--- config.mk ---
export PLATFORM = sky130hd
export DESIGN_NAME = rbs_reinsert
export DESIGN_NICKNAME = d
export VERILOG_FILES = /design/src/rtl/rsr_pkg.sv /design/src/rtl/rsr_pos_track.sv /design/src/rtl/rsr_sig_select.sv /design/src/rtl/rbs_reinsert.sv
export SDC_FILE = /design/constraint.sdc
export NUM_CORES = 1
export LEC_CHECK = 0
export BUFFER_PORTS_ARGS = -buffer_cell sky130_fd_sc_hd__buf_2
export CAP_MARGIN = 40
export CORE_MARGIN = 1.5
export CORE_UTILIZATION = 48
export CTS_CLUSTER_DIAMETER = 100
export DETAILED_ROUTE_END_ITERATION = 7
export PLACE_DENSITY = 0.78
export SETUP_SLACK_MARGIN = 0.15
export SLEW_MARGIN = 20
export SYNTH_ARGS = -nofsm -noshare
export SYNTH_HDL_FRONTEND = slang
export SYNTH_SLANG_ARGS = --single-unit
--- constraint.sdc ---
create_clock -name clk -period 7.15 [get_ports clk]
set_clock_uncertainty 0.2 [all_clocks]
set_input_delay 1.0725 -clock clk [delete_from_list [all_inputs] [get_ports clk]]
set_output_delay 1.0725 -clock clk [all_outputs]
set_load 0.02 [all_outputs]
--- src/rtl/rsr_pkg.sv ---
package rsr_pkg;
  localparam int BPOS_W    = 9;
  localparam int FRM_W     = 5;
  localparam int NARROW_FL = 193;
  localparam int WIDE_FL   = 256;
  localparam int D4_MF     = 12;
  localparam int ESF_MF    = 24;
  localparam int E1_MF     = 16;
  localparam int T1_CH     = 24;
  localparam int CAS_SLOT  = 16;
  localparam int E1_HALF   = 15;
  localparam int NIB       = 4;
  typedef logic [BPOS_W-1:0] bpos_t;
  typedef logic [FRM_W-1:0]  frm_t;
endpackage

--- src/rtl/rsr_pos_track.sv ---
module rsr_pos_track
  import rsr_pkg::*;
(
  input  logic  clk,
  input  logic  rst_n,
  input  logic  beat,
  input  logic  sync,
  input  bpos_t flen,
  input  frm_t  mflen,
  output bpos_t cur_bpos,
  output frm_t  cur_frm,
  output logic  cur_aligned,
  output bpos_t bpos_q,
  output frm_t  frm_q
);
  logic aligned_q;

  // a sync beat is position zero of frame zero
  assign cur_bpos    = sync ? '0 : bpos_q;
  assign cur_frm     = sync ? '0 : frm_q;
  assign cur_aligned = sync | aligned_q;

  always_ff @(posedge clk) begin
    if (!rst_n) begin
      bpos_q    <= '0;
      frm_q     <= '0;
      aligned_q <= 1'b0;
    end else if (beat) begin
      aligned_q <= cur_aligned;
      if (cur_bpos >= flen - 1'b1) begin
        bpos_q <= '0;
        frm_q  <= (cur_frm >= mflen - 1'b1) ? '0 : cur_frm + 1'b1;
      end else begin
        bpos_q <= cur_bpos + 1'b1;
        frm_q  <= cur_frm;
      end
    end
  end
endmodule

--- src/rtl/rsr_sig_select.sv ---
module rsr_sig_select
  import rsr_pkg::*;
#(
  parameter int NCH = 30
) (
  input  logic              aligned,
  input  bpos_t             bpos,
  input  frm_t              frm,
  input  logic              e1_mode,
  input  logic              bp_2048,
  input  logic              es_en,
  input  logic              esf_mode,
  input  logic [NCH-1:0]    reins_sel,
  input  logic [NCH-1:0]    ones_sel,
  input  logic [NCH*NIB-1:0] sig_abcd,
  output logic              ovr,
  output logic              ovr_val,
  output logic              force_hit
);
  int p, f, slot, bitn, ech, rb_idx;
  logic rb_hit;

  always_comb begin
    p = int'(bpos);
    f = int'(frm);
    slot = -1;
    bitn = 0;
    ech = 0;
    rb_hit = 1'b0;
    rb_idx = 0;
    ovr = 1'b0;
    ovr_val = 1'b0;
    force_hit = 1'b0;
    // map bit position to slot and bit inside slot
    if (bp_2048) begin
      slot = p / 8;
      bitn = p % 8;
    end else if (p != 0) begin
      slot = (p - 1) / 8 + 1;
      bitn = (p - 1) % 8;
    end
    // robbed-bit frames on the user grid
    case (f)
      5:  begin rb_hit = 1'b1;     rb_idx = 0; end
      11: begin rb_hit = 1'b1;     rb_idx = 1; end
      17: begin rb_hit = esf_mode; rb_idx = 2; end
      23: begin rb_hit = esf_mode; rb_idx = 3; end
      default: begin rb_hit = 1'b0; rb_idx = 0; end
    endcase
    if (aligned && !e1_mode) begin
      if (slot >= 1 && slot <= T1_CH && slot <= NCH && bitn == 7 && rb_hit) begin
        if (ones_sel[slot-1]) begin
          ovr = 1'b1;
          ovr_val = 1'b1;
          force_hit = 1'b1;
        end else if (es_en && reins_sel[slot-1]) begin
          ovr = 1'b1;
          ovr_val = sig_abcd[(slot-1)*NIB + 3 - rb_idx];
        end
      end
    end else if (aligned && bp_2048 && es_en) begin
      if (slot == CAS_SLOT && f >= 1 && f <= E1_HALF) begin
        ech = (bitn < NIB) ? f : f + E1_HALF;
        if (ech <= NCH && reins_sel[ech-1]) begin
          ovr = 1'b1;
          ovr_val = sig_abcd[(ech-1)*NIB + 3 - (bitn % NIB)];
        end
      end
    end
  end
endmodule

--- src/rtl/rbs_reinsert.sv ---
module rbs_reinsert
  import rsr_pkg::*;
#(
  parameter int NCH = 30
) (
  input  logic               clk,
  input  logic               rst_n,
  input  logic               e1_mode,
  input  logic               bp_2048,
  input  logic               es_en,
  input  logic               esf_mode,
  input  logic [NCH-1:0]     reins_sel,
  input  logic [NCH-1:0]     ones_sel,
  input  logic [NCH*NIB-1:0] sig_abcd,
  input  logic               s_valid,
  output logic               s_ready,
  input  logic               s_data,
  input  logic               s_mfsync,
  output logic               m_valid,
  input  logic               m_ready,
  output logic               m_data
);
  localparam bpos_t FL_N = bpos_t'(NARROW_FL);
  localparam bpos_t FL_W = bpos_t'(WIDE_FL);

  logic  beat, aligned, ovr, ovr_val, force_hit;
  bpos_t flen, cur_bpos, trk_bpos;
  frm_t  mflen, cur_frm, trk_frm;

  assign beat    = s_valid & m_ready;
  assign s_ready = m_ready;
  assign m_valid = s_valid;
  assign flen    = bp_2048 ? FL_W : FL_N;
  assign mflen   = e1_mode ? frm_t'(E1_MF) : (esf_mode ? frm_t'(ESF_MF) : frm_t'(D4_MF));

  rsr_pos_track u_trk (
    .clk(clk), .rst_n(rst_n), .beat(beat), .sync(s_mfsync),
    .flen(flen), .mflen(mflen),
    .cur_bpos(cur_bpos), .cur_frm(cur_frm), .cur_aligned(aligned),
    .bpos_q(trk_bpos), .frm_q(trk_frm)
  );

  rsr_sig_select #(.NCH(NCH)) u_sel (
    .aligned(aligned), .bpos(cur_bpos), .frm(cur_frm),
    .e1_mode(e1_mode), .bp_2048(bp_2048), .es_en(es_en), .esf_mode(esf_mode),
    .reins_sel(reins_sel), .ones_sel(ones_sel), .sig_abcd(sig_abcd),
    .ovr(ovr), .ovr_val(ovr_val), .force_hit(force_hit)
  );

  assign m_data = ovr ? ovr_val : s_data;
endmodule

# Word-level counts from Yosys, hierarchy flattened
# Cells that the tools add are included.
classes:
  mux: 45
  addsub: 14
  n_eq_ne: 6
  n_reduce_logical: 17
  bitwise: 4
  magnitude_cmp: 13
ops:
  columns: ["op", "n"]
  rows:
  - ["2-to-1 mux 32 bit", 5]
  - ["less-or-equal comparator 32 x 6 -> 1 bit (second input constant)", 3]
  - ["adder 32 x 3 -> 32 bit (second input constant)", 2]
  - ["< comparator 32 x 7 -> 1 bit (second input constant)", 2]
  - ["< comparator 32 x 9 -> 1 bit (second input constant)", 2]
  - ["subtractor 32 x 2 -> 32 bit (second input constant)", 2]
  - ["subtractor 32 x 3 -> 32 bit", 2]
  - ["adder 32 x 1 -> 32 bit", 1]
  - ["adder 32 x 2 -> 32 bit (second input constant)", 1]
  - ["== test 32 x 4 -> 1 bit (second input constant)", 1]
  - ["== test 32 x 6 -> 1 bit (second input constant)", 1]
  - ["greater-or-equal comparator 32 x 2 -> 1 bit (second input constant)", 1]
  - ["< comparator 32 x 4 -> 1 bit (second input constant)", 1]
  - ["2-to-1 mux 9 bit", 3]
  - ["2-to-1 mux 1 bit", 25]
  - ["2-to-1 mux 5 bit", 5]
  - ["binary-select mux 1 bit (select 5 bit)", 3]
  - ["binary-select mux 1 bit (select 7 bit)", 2]
  - ["logical AND 1 bit", 11]
  - ["== test 5 bit (second input constant)", 2]
  - ["subtractor 9 x 1 -> 10 bit (second input constant)", 1]
  - ["adder 9 x 1 -> 9 bit (second input constant)", 1]
  - ["greater-or-equal comparator 9 bit", 1]
  - ["nonzero test 9 bit", 1]
  - ["other kinds (16)", 20]
word_totals:
  out_inout_bits: 3
  in_bits: 190
  register_bits: 15
  word_cells: 102

# Logic depth before layout (Yosys ltp)
logic_depth:
  depth_word: 19
  mapped_depth: 29
  ltp_nobuf: 25

# By module
# Synthesis repeated with hierarchy kept, for this count alone.
hier_totals:
  hier_cells: 781
  area_unflattened_um2: 5763.0
by_module_without_submodules:
  columns: ["module", "instances", "area_each_um2", "seq_area_each_um2", "cells_each"]
  rows:
  - ["rsr_sig_select", 1, 4377.9, 0.0, 603]
  - ["rsr_pos_track", 1, 1327.5, 300.3, 169]
  - ["rbs_reinsert", 1, 57.6, 0.0, 9]

# Least setup slack after synthesis
# OpenSTA, ideal clock, no wires.
synth_path:
  kind: "input -> output"
  start: "in s_mfsync"
  end: "out m_data"
  path_buffers: 5
  cell_stages: 29
  setup_slack_ps: -276
  arrival_ps: 6154
  required_time_ps: 5878
  path_cell_list: "buf_2 inv_1 clkbuf_1 nand2_1 ha_1 clkbuf_1 clkbuf_1 mux2i_1 a22o_1 buf_6 nor2_1 a21oi_1 inv_1 ha_1 clkinv_1 ha_1 ha_1 inv_1 fa_1 nand2b_1 inv_1 a221oi_1 a21oi_1 o31ai_1 nand4_1 o31a_1 mux2i_1 mux2i_1 a22oi_2"
synth_via:
  elab_chain_cells: 19
  elab_cells_between_ends: 81
  classes_between: "add/sub (10); order compare (7); eq/ne (6); mux (39); bitwise (3); reduce/logical (16)"
synth_rtl:
  columns: ["item", "line", "rtl"]
  rows:
  - ["start, declared", "rbs_reinsert.sv:18", "input logic s_mfsync,"]
  - ["2-to-1 mux 9 bit", "rsr_pos_track.sv:19", "assign cur_bpos = sync ? '0 : bpos_q;"]
  - ["subtractor 9 x 1 -> 10 bit", "rsr_sig_select.sv:39, rsr_sig_select.sv:40", null]
  - ["OR reduction 3 bit (no line)", null, null]
  - ["AND 1 bit (no line)", null, null]
  - ["adder 32 x 1 -> 32 bit (no line) or 2-to-1 mux 32 bit (tied branches)", null, null]
  - ["adder 32 x 2 -> 32 bit or 2-to-1 mux 32 bit (tied branches)", "rsr_sig_select.sv:39, rsr_sig_select.sv:35", null]
  - ["2-to-1 mux 32 bit or < comparator 32 x 4 -> 1 bit (tied branches)", "rsr_sig_select.sv:38, rsr_sig_select.sv:63", null]
  - ["2-to-1 mux 32 bit, on equally long branches", "rsr_sig_select.sv:35, rsr_sig_select.sv:63", null]
  - ["[... 2 more ...]", null, null]
  - ["subtractor 32 x 3 -> 32 bit, on equally long branches", "rsr_sig_select.sv:58, rsr_sig_select.sv:66", null]
  - ["binary-select mux 1 bit (select 7 bit), on equally long branches", "rsr_sig_select.sv:58, rsr_sig_select.sv:66", null]
  - ["2-to-1 mux 1 bit, on equally long branches (2 in a row)", "rsr_sig_select.sv:58, rsr_sig_select.sv:66", null]
  - ["2-to-1 mux 1 bit, on equally long branches", "rsr_sig_select.sv:56, rsr_sig_select.sv:64", null]
  - ["2-to-1 mux 1 bit, on equally long branches", "rsr_sig_select.sv:52, rsr_sig_select.sv:62", null]
  - ["2-to-1 mux 1 bit, on equally long branches", "rsr_sig_select.sv:51, rsr_sig_select.sv:61", null]
  - ["2-to-1 mux 1 bit", "rsr_sig_select.sv:50", "if (aligned && !e1_mode) begin"]
  - ["2-to-1 mux 1 bit (*)", "rbs_reinsert.sv:50", "assign m_data = ovr ? ovr_val : s_data;"]
  - ["end, declared", "rbs_reinsert.sv:21", "output logic m_data"]
# Every way passes the cells marked *; elsewhere a longest branch is shown, timed or not. The select of a mux whose other input is x is not followed.

# Worst setup path after layout
# Same ends and word-level chain as after synthesis.

==> run_results.csv <==
group,metric,value,unit
layout,syn2layout_area_growth,23.2,%
setup_path,cp_slowest_cell,"fa_2",
timing,timing.hold.ws,328,ps
global_routing,grt_usage,31.2,%
setup_path,reg2reg_slack,3120,ps
timing,finalSetupViolCount,0,
global_routing,antenna_found_initial,0,
setup_path,cpPeakStageDelay,630,ps
timing,slew_violations,0,
yosys,synth_edf_count,0,
setup_path,crit_path_start_kind,"input port",
layout,diodes,0,
yosys,synthMostInstantiatedCell,"nand2_1",
setup_path,crit_type,"input port to primary output",
yosys,synth.distinct_cells,91,
setup_path,arrival,5530,ps
yosys,yosys_warnings,0,
clock_network,clockBufferDepth,2,
yosys,async_flop_share,0,%
yosys,synth_simple_gate_area_share,26.4,%
detailed_routing,drc,0,
yosys,synth_common_cells,"nand2_1, nor2_1, clkbuf_1",
floorplanning,rows,39,
global_routing,grt_start_max_net_pins,32,
timing,relSlewSlack,43.6,%
yosys,synth_compound_area_share,30.5,%
floorplanning,core_area,11400,um^2
min_path,hold_path_class,"register to register",
detailed_routing,wl_per_cell,19.4,um
yosys,synthMuxAreaShare,18.9,%
floorplanning,die-area,12300,um^2
setup_path,cp_top_family,"adder cells",
floorplanning,ios,193,
min_path,hold_path_depth,2,
yosys,syn_area,5590,um^2
clock_network,clk_latency,250,ps
power,power_leakage,2.95,nW
power,power.total,0.000643,W
floorplanning,die_height,111,um
setup_path,cp.required,5880,ps
yosys,synth.area.top_cells,"mux4_2, ha_1, mux2i_1",
detailed_routing,drt_iter0_drc,993,
timing,fin_crit_sh,95.1,%
flow_run,cap_viol_max_count,0,
detailed_routing,vias_per_cell,6.64,
yosys,synth-xor-area-share,3.72,%
yosys,synth_top_area_cell,"mux4_2",
yosys,synth_fa_ha_area_share,7.93,%
yosys,syn_avg_cell_area,7.60,um^2
detailed_routing,totalWireLength,20300,um
floorplanning,die_x,111,um
global_routing,grt_overflow_total,0,
clock_network,h-tree-depth,1,
clock_network,cts-root-buf,"clkbuf_16",
placement,hpwl,15600,um
setup_path,worstPathMaxFanout,7,
global_routing,grt_pass1_vias,6699,
layout,final_nets,1128,
floorplanning,start_util,49.1,%
yosys,synth_top_family_by_area,"compound AO/OA/AOI/OAI gates",
setup_path,endpoint_kind,"primary output",
timing,finalWorstPathRequiredPeriod,6800,ps
setup_path,path_depth,26,
global_routing,grt_pass1_wl,32300,um
detailed_routing,vias,6949,
yosys,synth_seq_cells,15,
yosys,ys.flop_type,"dfxtp_1",
layout,drive_gt1_share,33.9,%
timing,setup-tns-final,0,ps
power,power_density,93.4,nW/um^2
setup_path,r2r_end,"u_trk.bpos_q[7]",
min_path,whs_endpoint,"u_trk.aligned_q",
placement,port_buffers,192,
outcome,status,"complete, no violations",
min_path,holdCritStartpoint,"u_trk.aligned_q",
timing,fmax,0.147,GHz
setup_path,reg2reg_depth,12,
detailed_routing,ant_nets,0,
timing,rsz0062_at_grt,"false",
timing,tightest_slew,844,ps
setup_path,timing.critical_path.buf_inv,6,
clock_network,cts_tree,"built",
power,irDropWorstVdd,140,uV
yosys,synth_top_area_share,10.5,%
yosys,synthCells,735,
setup_path,regToRegStartpoint,"u_trk.bpos_q[2]",
placement,place.gp.congestion,0.947,
clock_network,hold_buffers,0,
clock_network,cts.sinks,15,
clock_network,clkTransAtPathRegs,40,ps
timing,final-hold-violation-count,0,
yosys,ys_seq_area_share,5.37,%
clock_network,cts_buffers,3,
detailed_routing,firstDrtPassIters,8,
==> area by class of cell <==
cell class	instances	area (um^2)
fillers	1060	4490
inverters	26	104
repair buffers	224	1210
well taps	143	179
multi-input cells	634	5010
flip-flops and latches	15	300
clock buffers	4	78.8
==> worst register-to-register path: stages, from the launching register on <==
cell	delay, ps
dfxtp_1	710
nor2b_2	400
ha_1	310
a311oi_1	260
nor3b_1	100
a311oi_1	400
o21ai_0	150
a21oi_1	170
o21ai_1	240
nand2b_1	320
or4_1	500
o21ai_0	80
and2_1	140
==> how the worst max path moves through the flow <==
stage | end | startpoint
after floorplan | m_data | s_mfsync
after global placement | m_data | s_mfsync
after detailed placement | m_data | s_mfsync
after CTS | m_data | s_mfsync
after global routing | m_data | s_mfsync
final | m_data | s_mfsync
==> repair_timing <==
item                       CTS  global route
pin swaps                    0            11
setup endpoints to repair    1             1
buffers inserted             0             5
gates resized for setup      1            20
==> logic make-up (layout without fill, tap and decap cells) <==
logic type                 after synthesis  after routing
adders and majority gates               35             35
other                                    2              4
AOI/OAI and AO/OA                      224            224
and+or+nand+nor                        283            283
xor gates and xnor gates                22             22
buffers and inverters                   88            254
muxes                                   66             66
DFF                                     15             15
==> report_power, final <==
group          switching [W]  internal [W]
Clock              0.0000325     0.0000754
Sequential        0.00000146     0.0000850
Combinational       0.000237      0.000212
Total               0.000271      0.000372
==> metrics by stage <==
stage / util (%) / instances / instance area [um^2] / setup slack [ps]
floorplan: - / 737 / 5640 / 160
global placement: 58.9 / 1037 / 6690 / 295
detailed placement: 58.9 / 1037 / 6690 / 166
CTS: 59.6 / 1041 / 6780 / 172
global route: 60.5 / 1046 / 6880 / 112
finish: 60.5 / 1046 / 6880 / 347
==> layout by cell type, fill, tap and decap left out, types with 15 or more instances in the layout <==
cell	n
buf_4	32
nand2b_1	17
a21oi_1	31
o22ai_1	29
buf_2	190
nand2_1	78
nor3_1	21
o21ai_0	21
ha_1	30
mux2i_1	33
mux4_2	26
dfxtp_1	15
nand3_1	32
a221oi_1	34
inv_1	18
nor2_1	45
==> state kept, by name (all words and copies together) (netlist names) <==
register	cells
u_trk.frm_q	5
u_trk.aligned_q	1
u_trk.bpos_q	9
==> metal layers <==
metal / vias to the layer above / share of wire [%] / global-route usage (%)
met3: 63 / 9.1 / 3.34
li1: 3214 / - / -
met1: 3226 / 40 / 40.7
met5: - / 0 / 0
met2: 446 / 47 / 51.9
met4: 0 / 4.0 / 14.2
Note: power is estimated with default switching activity, not from simulation.
